===== src/rtl/hpt_pkg.sv =====
package hpt_pkg;

   typedef enum logic [2:0] {
      ST_IDLE,
      ST_READ,
      ST_CHECK,
      ST_WRITE,
      ST_DONE
   } hpt_state_e;

   localparam int unsigned PROT_W    = 2;
   localparam logic [1:0]  PROT_INIT = 2'd2;
   localparam int unsigned FLAG_W    = 2 + PROT_W;

   function automatic int unsigned entry_width(int unsigned sid_w,
                                               int unsigned api_w,
                                               int unsigned pfn_w);
      return 1 + sid_w + 1 + api_w + pfn_w + FLAG_W;
   endfunction

endpackage


===== src/rtl/hpt_hash.sv =====
module hpt_hash #(
   parameter int unsigned PAGE_W     = 16,
   parameter int unsigned SID_W      = 24,
   parameter int unsigned API_W      = 6,
   parameter int unsigned GROUP_BITS = 10,
   parameter int unsigned WAY_BITS   = 3
) (
   input  logic [PAGE_W-1:0]     page,
   input  logic [SID_W-1:0]      sid,
   input  logic                  use_alt,
   output logic [GROUP_BITS-1:0] group,
   output logic [API_W-1:0]      api,
   output logic [WAY_BITS-1:0]   spill_slot
);

   logic [GROUP_BITS-1:0] hash;

   always_comb begin
      hash       = sid[GROUP_BITS-1:0] ^ page[GROUP_BITS-1:0];
      group      = use_alt ? ~hash : hash;
      api        = page[PAGE_W-1 -: API_W];
      spill_slot = page[WAY_BITS-1:0];
   end

endmodule


===== src/rtl/hpt_slot_cmp.sv =====
module hpt_slot_cmp #(
   parameter int unsigned SID_W = 24,
   parameter int unsigned API_W = 6,
   parameter int unsigned PFN_W = 20
) (
   input  logic [hpt_pkg::entry_width(SID_W, API_W, PFN_W)-1:0] entry,
   input  logic [SID_W-1:0]                                     sid,
   input  logic [API_W-1:0]                                     api,
   output logic                                                 usable
);

   localparam int unsigned OFF_API = hpt_pkg::FLAG_W + PFN_W;
   localparam int unsigned OFF_SID = OFF_API + API_W + 1;
   localparam int unsigned OFF_V   = OFF_SID + SID_W;

   logic             e_valid;
   logic [SID_W-1:0] e_sid;
   logic [API_W-1:0] e_api;

   always_comb begin
      e_valid = entry[OFF_V];
      e_sid   = entry[OFF_SID +: SID_W];
      e_api   = entry[OFF_API +: API_W];
      usable  = !e_valid || ((e_sid == sid) && (e_api == api));
   end

endmodule


===== src/rtl/hpt_entry_pack.sv =====
module hpt_entry_pack #(
   parameter int unsigned SID_W = 24,
   parameter int unsigned API_W = 6,
   parameter int unsigned PFN_W = 20
) (
   input  logic [SID_W-1:0]                                     sid,
   input  logic                                                 hsel,
   input  logic [API_W-1:0]                                     api,
   input  logic [PFN_W-1:0]                                     pfn,
   output logic [hpt_pkg::entry_width(SID_W, API_W, PFN_W)-1:0] entry
);

   always_comb begin
      entry = {1'b1, sid, hsel, api, pfn, 1'b0, 1'b0, hpt_pkg::PROT_INIT};
   end

endmodule


===== src/rtl/hpt_ctrl.sv =====
module hpt_ctrl #(
   parameter int unsigned WAYS     = 8,
   parameter int unsigned WAY_BITS = 3
) (
   input  logic                clk,
   input  logic                rst_n,
   input  logic                start,
   input  logic                usable,
   input  logic [WAY_BITS-1:0] spill_slot,
   output logic                load,
   output logic                busy,
   output logic                done,
   output logic                mem_req,
   output logic                mem_we,
   output logic                alt,
   output logic [WAY_BITS-1:0] slot
);

   import hpt_pkg::*;

   localparam logic [WAY_BITS-1:0] LAST_SLOT = WAY_BITS'(WAYS - 1);

   hpt_state_e          st_q;
   logic [WAY_BITS-1:0] slot_q;
   logic                alt_q;

   always_ff @(posedge clk or negedge rst_n) begin
      if (!rst_n) begin
         st_q   <= ST_IDLE;
         slot_q <= '0;
         alt_q  <= 1'b0;
      end else begin
         unique case (st_q)
            ST_IDLE: begin
               if (start) begin
                  st_q   <= ST_READ;
                  slot_q <= '0;
                  alt_q  <= 1'b0;
               end
            end
            ST_READ:  st_q <= ST_CHECK;
            ST_CHECK: begin
               if (usable) begin
                  st_q <= ST_WRITE;
               end else if (slot_q != LAST_SLOT) begin
                  slot_q <= slot_q + 1'b1;
                  st_q   <= ST_READ;
               end else if (!alt_q) begin
                  alt_q  <= 1'b1;
                  slot_q <= '0;
                  st_q   <= ST_READ;
               end else begin
                  alt_q  <= 1'b0;
                  slot_q <= spill_slot;
                  st_q   <= ST_WRITE;
               end
            end
            ST_WRITE: st_q <= ST_DONE;
            ST_DONE:  st_q <= ST_IDLE;
            default:  st_q <= ST_IDLE;
         endcase
      end
   end

   always_comb begin
      load    = (st_q == ST_IDLE) && start;
      busy    = (st_q == ST_READ) || (st_q == ST_CHECK) || (st_q == ST_WRITE);
      done    = (st_q == ST_DONE);
      mem_req = (st_q == ST_READ) || (st_q == ST_WRITE);
      mem_we  = (st_q == ST_WRITE);
      alt     = alt_q;
      slot    = slot_q;
   end

endmodule


===== src/rtl/hpt_insert_engine.sv =====
module hpt_insert_engine #(
   parameter int unsigned VA_W       = 32,
   parameter int unsigned PAGE_LSB   = 12,
   parameter int unsigned PAGE_W     = 16,
   parameter int unsigned API_W      = 6,
   parameter int unsigned SID_W      = 24,
   parameter int unsigned PFN_W      = 20,
   parameter int unsigned CFG_W      = 32,
   parameter int unsigned BASE_LSB   = 16,
   parameter int unsigned GROUP_BITS = 10,
   parameter int unsigned WAYS       = 8,
   localparam int unsigned WAY_BITS  = $clog2(WAYS),
   localparam int unsigned BASE_W    = CFG_W - BASE_LSB,
   localparam int unsigned ADDR_W    = BASE_W + GROUP_BITS + WAY_BITS,
   localparam int unsigned E_W       = hpt_pkg::entry_width(SID_W, API_W, PFN_W)
) (
   input  logic              clk,
   input  logic              rst_n,
   input  logic              start,
   input  logic [VA_W-1:0]   vaddr,
   input  logic [SID_W-1:0]  seg_id,
   input  logic [PFN_W-1:0]  frame,
   input  logic [CFG_W-1:0]  table_cfg,
   output logic              busy,
   output logic              done,
   output logic              mem_req,
   output logic              mem_we,
   output logic [ADDR_W-1:0] mem_addr,
   output logic [E_W-1:0]    mem_wdata,
   input  logic [E_W-1:0]    mem_rdata
);

   generate
      if (WAYS != (1 << WAY_BITS)) begin : g_bad_ways
         $error("WAYS must be a power of two");
      end
      if (GROUP_BITS > PAGE_W || GROUP_BITS > SID_W) begin : g_bad_group
         $error("GROUP_BITS exceeds page index or segment width");
      end
      if (API_W > PAGE_W || PAGE_LSB + PAGE_W > VA_W) begin : g_bad_page
         $error("page index does not fit the virtual address");
      end
      if (BASE_LSB >= CFG_W) begin : g_bad_base
         $error("BASE_LSB must be below CFG_W");
      end
   endgenerate

   logic [PAGE_W-1:0]     page_q;
   logic [SID_W-1:0]      sid_q;
   logic [PFN_W-1:0]      pfn_q;
   logic [BASE_W-1:0]     base_q;

   logic                  load;
   logic                  usable;
   logic                  alt;
   logic [WAY_BITS-1:0]   slot;
   logic [WAY_BITS-1:0]   spill_slot;
   logic [GROUP_BITS-1:0] group;
   logic [API_W-1:0]      api;

   always_ff @(posedge clk or negedge rst_n) begin
      if (!rst_n) begin
         page_q <= '0;
         sid_q  <= '0;
         pfn_q  <= '0;
         base_q <= '0;
      end else if (load) begin
         page_q <= vaddr[PAGE_LSB +: PAGE_W];
         sid_q  <= seg_id;
         pfn_q  <= frame;
         base_q <= table_cfg[CFG_W-1 -: BASE_W];
      end
   end

   hpt_hash #(
      .PAGE_W(PAGE_W), .SID_W(SID_W), .API_W(API_W),
      .GROUP_BITS(GROUP_BITS), .WAY_BITS(WAY_BITS)
   ) u_hash (
      .page(page_q), .sid(sid_q), .use_alt(alt),
      .group(group), .api(api), .spill_slot(spill_slot)
   );

   hpt_slot_cmp #(
      .SID_W(SID_W), .API_W(API_W), .PFN_W(PFN_W)
   ) u_cmp (
      .entry(mem_rdata), .sid(sid_q), .api(api), .usable(usable)
   );

   hpt_entry_pack #(
      .SID_W(SID_W), .API_W(API_W), .PFN_W(PFN_W)
   ) u_pack (
      .sid(sid_q), .hsel(alt), .api(api), .pfn(pfn_q), .entry(mem_wdata)
   );

   hpt_ctrl #(
      .WAYS(WAYS), .WAY_BITS(WAY_BITS)
   ) u_ctrl (
      .clk(clk), .rst_n(rst_n), .start(start), .usable(usable),
      .spill_slot(spill_slot), .load(load), .busy(busy), .done(done),
      .mem_req(mem_req), .mem_we(mem_we), .alt(alt), .slot(slot)
   );

   assign mem_addr = {base_q, group, slot};

endmodule


===== config.mk =====
export PLATFORM = sky130hd
export DESIGN_NAME = hpt_insert_engine
export DESIGN_NICKNAME = d
export VERILOG_FILES = /design/src/rtl/hpt_pkg.sv /design/src/rtl/hpt_hash.sv /design/src/rtl/hpt_slot_cmp.sv /design/src/rtl/hpt_entry_pack.sv /design/src/rtl/hpt_ctrl.sv /design/src/rtl/hpt_insert_engine.sv
export SDC_FILE = /design/constraint.sdc
export NUM_CORES = 1
export LEC_CHECK = 0
export BUFFER_PORTS_ARGS = -buffer_cell sky130_fd_sc_hd__buf_4
export CAP_MARGIN = 15
export CORE_AREA = 2 2 92 116
export CTS_BUF_LIST = sky130_fd_sc_hd__clkbuf_2
export DETAILED_ROUTE_END_ITERATION = 6
export DIE_AREA = 0 0 94 118
export GPL_TIMING_DRIVEN = 0
export PLACE_DENSITY = 0.77
export SETUP_SLACK_MARGIN = 0.1
export SLEW_MARGIN = 10
export SYNTH_ARGS = -nofsm -noshare
export SYNTH_HDL_FRONTEND = slang
export SYNTH_SLANG_ARGS = --single-unit

===== constraint.sdc =====
create_clock -name clk -period 1.54 [get_ports clk]
set_input_delay 0.231 -clock clk [delete_from_list [all_inputs] [get_ports clk]]
set_output_delay 0.231 -clock clk [all_outputs]
set_load 0.01 [all_outputs]

Word-level counts from Yosys, hierarchy flattened
Index checks and enable logic that the tools add are counted.

Register bits: 83. Bits of input ports: 167. Output and inout bits: 89. Word-level logic and storage cells: 47.

Add/subtract/negate cells: 1. Equality and inequality tests: 10. Multiplexer cells: 16. Bitwise logic cells: 2. Reductions and logical operators: 11.

Operators by type and width (count): == test 24 bit (1); 2-to-1 mux 3 bit (7); one-hot mux 3 bit (4 select lines) (1); 2-to-1 mux 10 bit (1); NOT 10 bit (1); bitwise XOR 10 bit (1); == test 3 x 2 -> 1 bit (second input constant) (2); == test 6 bit (1); inequality test 2 bit (second input constant) (3); one-hot mux 3 bit (2 select lines) (1); logical OR 1 bit (4); 2-to-1 mux 1 bit (4); AND reduction 4 bit (1); adder 3 x 1 -> 3 bit (second input constant) (1); == test 3 x 1 -> 1 bit (second input constant) (1); == test 3 bit (second input constant) (1); zero test 3 bit (1); inequality test 3 bit (second input constant) (1); AND reduction 3 bit (1); logical AND 1 bit (2); 2-to-1 mux 2 bit (1); one-hot mux 1 bit (2 select lines) (1); nonzero test 2 bit (1); zero test 1 bit (1).

Depth between registers and ports, before layout
Depth after elaboration: 5. Depth in mapped cells: 6. Gate-level depth less buffers: 6.

Modules after synthesis
Synthesis repeated with hierarchy kept, for this count alone.

Cells, all modules: 319. Area total of the unflattened synthesis: 4448.0 um^2.

By module, submodules not included: hpt_insert_engine (times used 1, cells each 160, area an instance 2975.4 um^2, sequential area each 1901.8 um^2); hpt_entry_pack (times used 1, cells each 58, area an instance 427.9 um^2, sequential area each 0.0 um^2); hpt_ctrl (times used 1, cells each 41, area an instance 394.1 um^2, sequential area each 175.2 um^2); hpt_slot_cmp (times used 1, cells each 40, area an instance 334.1 um^2, sequential area each 0.0 um^2); hpt_hash (times used 1, cells each 20, area an instance 316.6 um^2, sequential area each 0.0 um^2).

Least setup slack after synthesis
OpenSTA, ideal clock, no wires.

Path type: register -> register. Start: register u_ctrl.st_q[0]. End: register base_q[10]. Library setup time: 0.128 ns. Data arrival time: 1.468 ns. Required time: 1.412 ns. Setup slack: -0.056 ns. Stages on the path, launching flop included: 5. Path buffers: 2. Clock period less this slack: 1.596 ns. Cell sequence: dfrtp_1 nor4b_4 buf_4 buf_4 mux2_1.

Word-level cells in the longest chain between the ends: 2.

RTL lines: start, declared (line hpt_ctrl.sv:23) `hpt_state_e st_q;`; start signal, assigned (line hpt_ctrl.sv:29) `st_q <= ST_IDLE;`; start signal, assigned (line hpt_ctrl.sv:36) `st_q <= ST_READ;`; start signal, assigned (line hpt_ctrl.sv:41) `ST_READ: st_q <= ST_CHECK;`; zero test 3 bit (line hpt_ctrl.sv:66) `load = (st_q == ST_IDLE) && start;`; logical AND 1 bit (line hpt_ctrl.sv:66); end signal, assigned (line hpt_insert_engine.sv:71) `base_q <= table_cfg[CFG_W-1 -: BASE_W];`; end, declared (line hpt_insert_engine.sv:51) `logic [BASE_W-1:0] base_q;`.

No other way between the ends. A chain may end at the register's enable or synchronous reset.

Worst setup path after layout
Start: register sid_q[2]. End: output port mem_addr[5].

Word-level cells in the longest chain between the ends: 3.

RTL lines: start, declared (line hpt_insert_engine.sv:49) `logic [SID_W-1:0] sid_q;`; start signal, assigned (line hpt_insert_engine.sv:69) `sid_q <= seg_id;`; bitwise XOR 10 bit * (line hpt_hash.sv:19) `hash = sid[GROUP_BITS-1:0] ^ page[GROUP_BITS-1:0];`; NOT 10 bit (line hpt_hash.sv:20) `group = use_alt ? ~hash : hash;`; 2-to-1 mux 10 bit * (line hpt_hash.sv:20); end, declared (line hpt_insert_engine.sv:28) `output logic [ADDR_W-1:0] mem_addr,`.

Mark *: on every way between the ends. The rest lies on a longest branch, timed or not.

==> flow_metrics.env <==
export IMPL_layout_drive_gt1_share=0.677
export IMPL_insertion_delay_ns=0.54
export IMPL_hpwl_um=7540
export IMPL_hold_path_class="in -> reg"
export IMPL_diodes=0
export IMPL_area_growth_pct=112
export IMPL_gr_total_overflow=0
export IMPL_ant_nets=0
export IMPL_tightest_slew_ns=1.05
export IMPL_wl_per_cell_um=19.6
export IMPL_crit_type="reg -> out"
export IMPL_finalInstanceArea_um2=8080
export IMPL_grt_max_degree=84
export IMPL_hold_viol=0
export IMPL_finalNonFillerCells=754
export IMPL_netlist_instances=279
export IMPL_start_util=0.382
export IMPL_grt_pass1_wl_um=22000
export IMPL_std_cell_rows=41
export IMPL_via_count=3645
export IMPL_grt_pass1_vias=4079
export IMPL_worst_slack_ns=-0.281
export IMPL_vdd_drop_max_mv=1.31
export IMPL_critPathCaptureType="output pin"
export IMPL_cts_root_buf="clkbuf_2"
export IMPL_port_buffers=193
export IMPL_first_pass_iters=4
export IMPL_clock_path_buffers=2
export IMPL_drv_cap=0
export IMPL_period_share=1.18
export IMPL_power_density_nw_per_um2=2120
export IMPL_first_iter_violations=87
export IMPL_violations="setup timing"
export IMPL_ios=256
export IMPL_placed_area_um2=5460
export IMPL_ys_seq_area_frac=0.544
export IMPL_whs_ns=0.145
export IMPL_numCtsBuffers=9
export IMPL_dp_cells=604
export IMPL_finalSetupViolations=101
export IMPL_max_freq_ghz=0.549
export IMPL_die_area_um2=11100
export IMPL_drv_slew=0
export IMPL_crit_arrival_ns=1.59
export IMPL_clkTransAtPathRegs_ns=0.23
export IMPL_netlist_area_um2=3820
export IMPL_outcome="finished with violations"
export IMPL_synth_warnings=0
export IMPL_dieHeight_um=118
export IMPL_core_um2=10000
export IMPL_die_w_um=94
export IMPL_gp_congestion=0.797
export IMPL_ys_ff_latch=83
export IMPL_cts_sinks=83
export IMPL_grt_setup_unrepaired="yes"
export IMPL_finClkSkew_ns=0.0258
export IMPL_gr_usage_all_layers=0.261
export IMPL_nNetsFinal=790
export IMPL_crit_required_ns=1.31
export IMPL_min_period_ns=1.82
export IMPL_syn_area_per_cell_um2=13.7
export IMPL_htreeDepth=3
export IMPL_max_slew_margin=0.303
export IMPL_yosysUniqueCellTypes=27
export IMPL_antenna_found_initial=0
export IMPL_total_power_uw=17100
export IMPL_fin_util=0.808
export IMPL_leakagePower_uw=0.00386
export IMPL_viasPerCell=4.83
export IMPL_cts_tree="built"
export IMPL_drt_total_wl_um=14800
export IMPL_cp_max_fo=4
export IMPL_drc=0
export IMPL_cp_start_kind="flip-flop"
## final timing paths
path                                start              to  slack, ns  depth (start not counted)
setup / recovery                 sid_q[2]     mem_addr[5]      -0.28                          3
hold / removal              mem_rdata[55]  u_ctrl.slot[1]       0.14                          4
setup reg to reg           u_ctrl.st_q[2]      base_q[13]      -0.26                          6
hold reg to reg                 pfn_q[14]       pfn_q[14]       0.54                          1
max in group asynchronous           rst_n        sid_q[5]       0.41                          2
min in group asynchronous           rst_n  u_ctrl.slot[0]       0.38                          2
## registers in the layout, indices dropped and copies added, names as in the netlist
register and flops:
u_ctrl.slot 3, base_q 16, page_q 16, sid_q 24
pfn_q 20, u_ctrl.alt 1, u_ctrl.st_q 3
## synthesized netlist by cell type
cell type,instances,area [um^2]
dfrtp_1,83,2080
mux2_2,58,653
xnor2_1,50,438
mux2_1,18,203
buf_4,15,113
nand4_1,7,43.8
buf_2,6,30.0
nand2_1,5,18.8
nor2_1,4,15.0
a31oi_1,3,18.8
and2_1,3,18.8
inv_1,3,11.3
nor2b_1,3,18.8
o2bb2ai_1,3,26.3
a21oi_1,2,10.0
clkbuf_1,2,7.51
conb_1,2,7.51
ha_1,2,25.0
nor4_1,2,12.5
a21boi_1,1,7.51
a21o_1,1,7.51
nor3_1,1,5.00
nor4b_4,1,23.8
o2111ai_1,1,8.76
o21ai_0,1,5.00
o21ai_1,1,5.00
o311ai_1,1,8.76
## logic make-up (layout without fill, tap and decap cells)
group / after synthesis / count (layout) / share of synthesized area
muxes: 76 / 76 / 0.224
xor gates and xnor gates: 50 / 50 / 0.115
AOI/OAI and AO/OA: 14 / 14 / 0.0256
other: 2 / 5 / 0.00197
buffers and inverters: 26 / 369 / 0.0423
adders and majority gates: 2 / 2 / 0.00655
and+or+nand+nor: 26 / 26 / 0.0410
DFF: 83 / 83 / 0.544
## layout make-up
type,count,area (um^2)
Buffer,19,251
Clock buffer,12,60.1
Clock inverter,3,40.0
Fill cell,522,1920
Inverter,3,11.3
Multi-Input combinational cell,173,2340
Sequential cell,83,2100
Tap cell,129,161
Timing Repair Buffer,332,3120
## per-stage QoR
stage,worst slack (ns),setup TNS (ns)
final,-0.281,-16.42
after global routing,-0.352,-22.66
after CTS,-0.308,-16.40
after detailed placement,-0.376,-24.25
after global placement,-0.348,-19.74
after floorplan,-0.0128,-0.215
## cell usage in the layout, fill, tap and decap left out, types with 2 or more instances in the layout
master,n
buf_4,176
dlygate4sd3_1,78
buf_6,77
mux2_4,76
dfrtp_1,68
xnor2_1,21
xnor2_2,17
dfrtp_2,15
clkbuf_2,13
xnor2_4,12
buf_12,8
nand4_1,7
buf_16,6
buf_8,5
nand2_1,5
conb_1,5
inv_1,3
a31oi_1,3
o2bb2ai_1,3
and2_4,2
nor2_4,2
nor4_4,2
nor2_1,2
nor2b_1,2
ha_1,2
clkinv_2,2
## timing repair
| action | CTS | global route |
|---|---|---|
| setup buffers | 36 | 26 |
| hold endpoints to repair | 160 | 0 |
| gates resized for setup | 194 | 86 |
| gates cloned | 8 | 0 |
| pin swaps | 27 | 18 |
| hold buffers | 78 | 0 |
| setup endpoints to repair | 110 | 123 |
## power breakdown
| group | leakage (uW) | internal, uW | switching (uW) |
|---|---|---|---|
| Sequential | 0.000971 | 3310 | 1270 |
| Combinational | 0.00281 | 7430 | 4000 |
| Clock | 0.0000718 | 382 | 742 |
| Total | 0.00386 | 11100 | 6010 |
## per-layer routing
metal  part of all wire  vias up  GRT usage  routed length, um
met3              0.051       43     0.0538                751
met1               0.35     1805      0.288               5130
met4              0.037        0      0.142                545
met2               0.57      156      0.458               8380
li1                   -     1641          -                  -
met5                  0        -          0                  0
## critical path: stages, from the launching register on
cell and delay (ns):
dfrtp_2 0.53, xnor2_4 0.25, xnor2_4 0.15, buf_6 0.13
No activity file was read; power rests on OpenSTA's default activity.
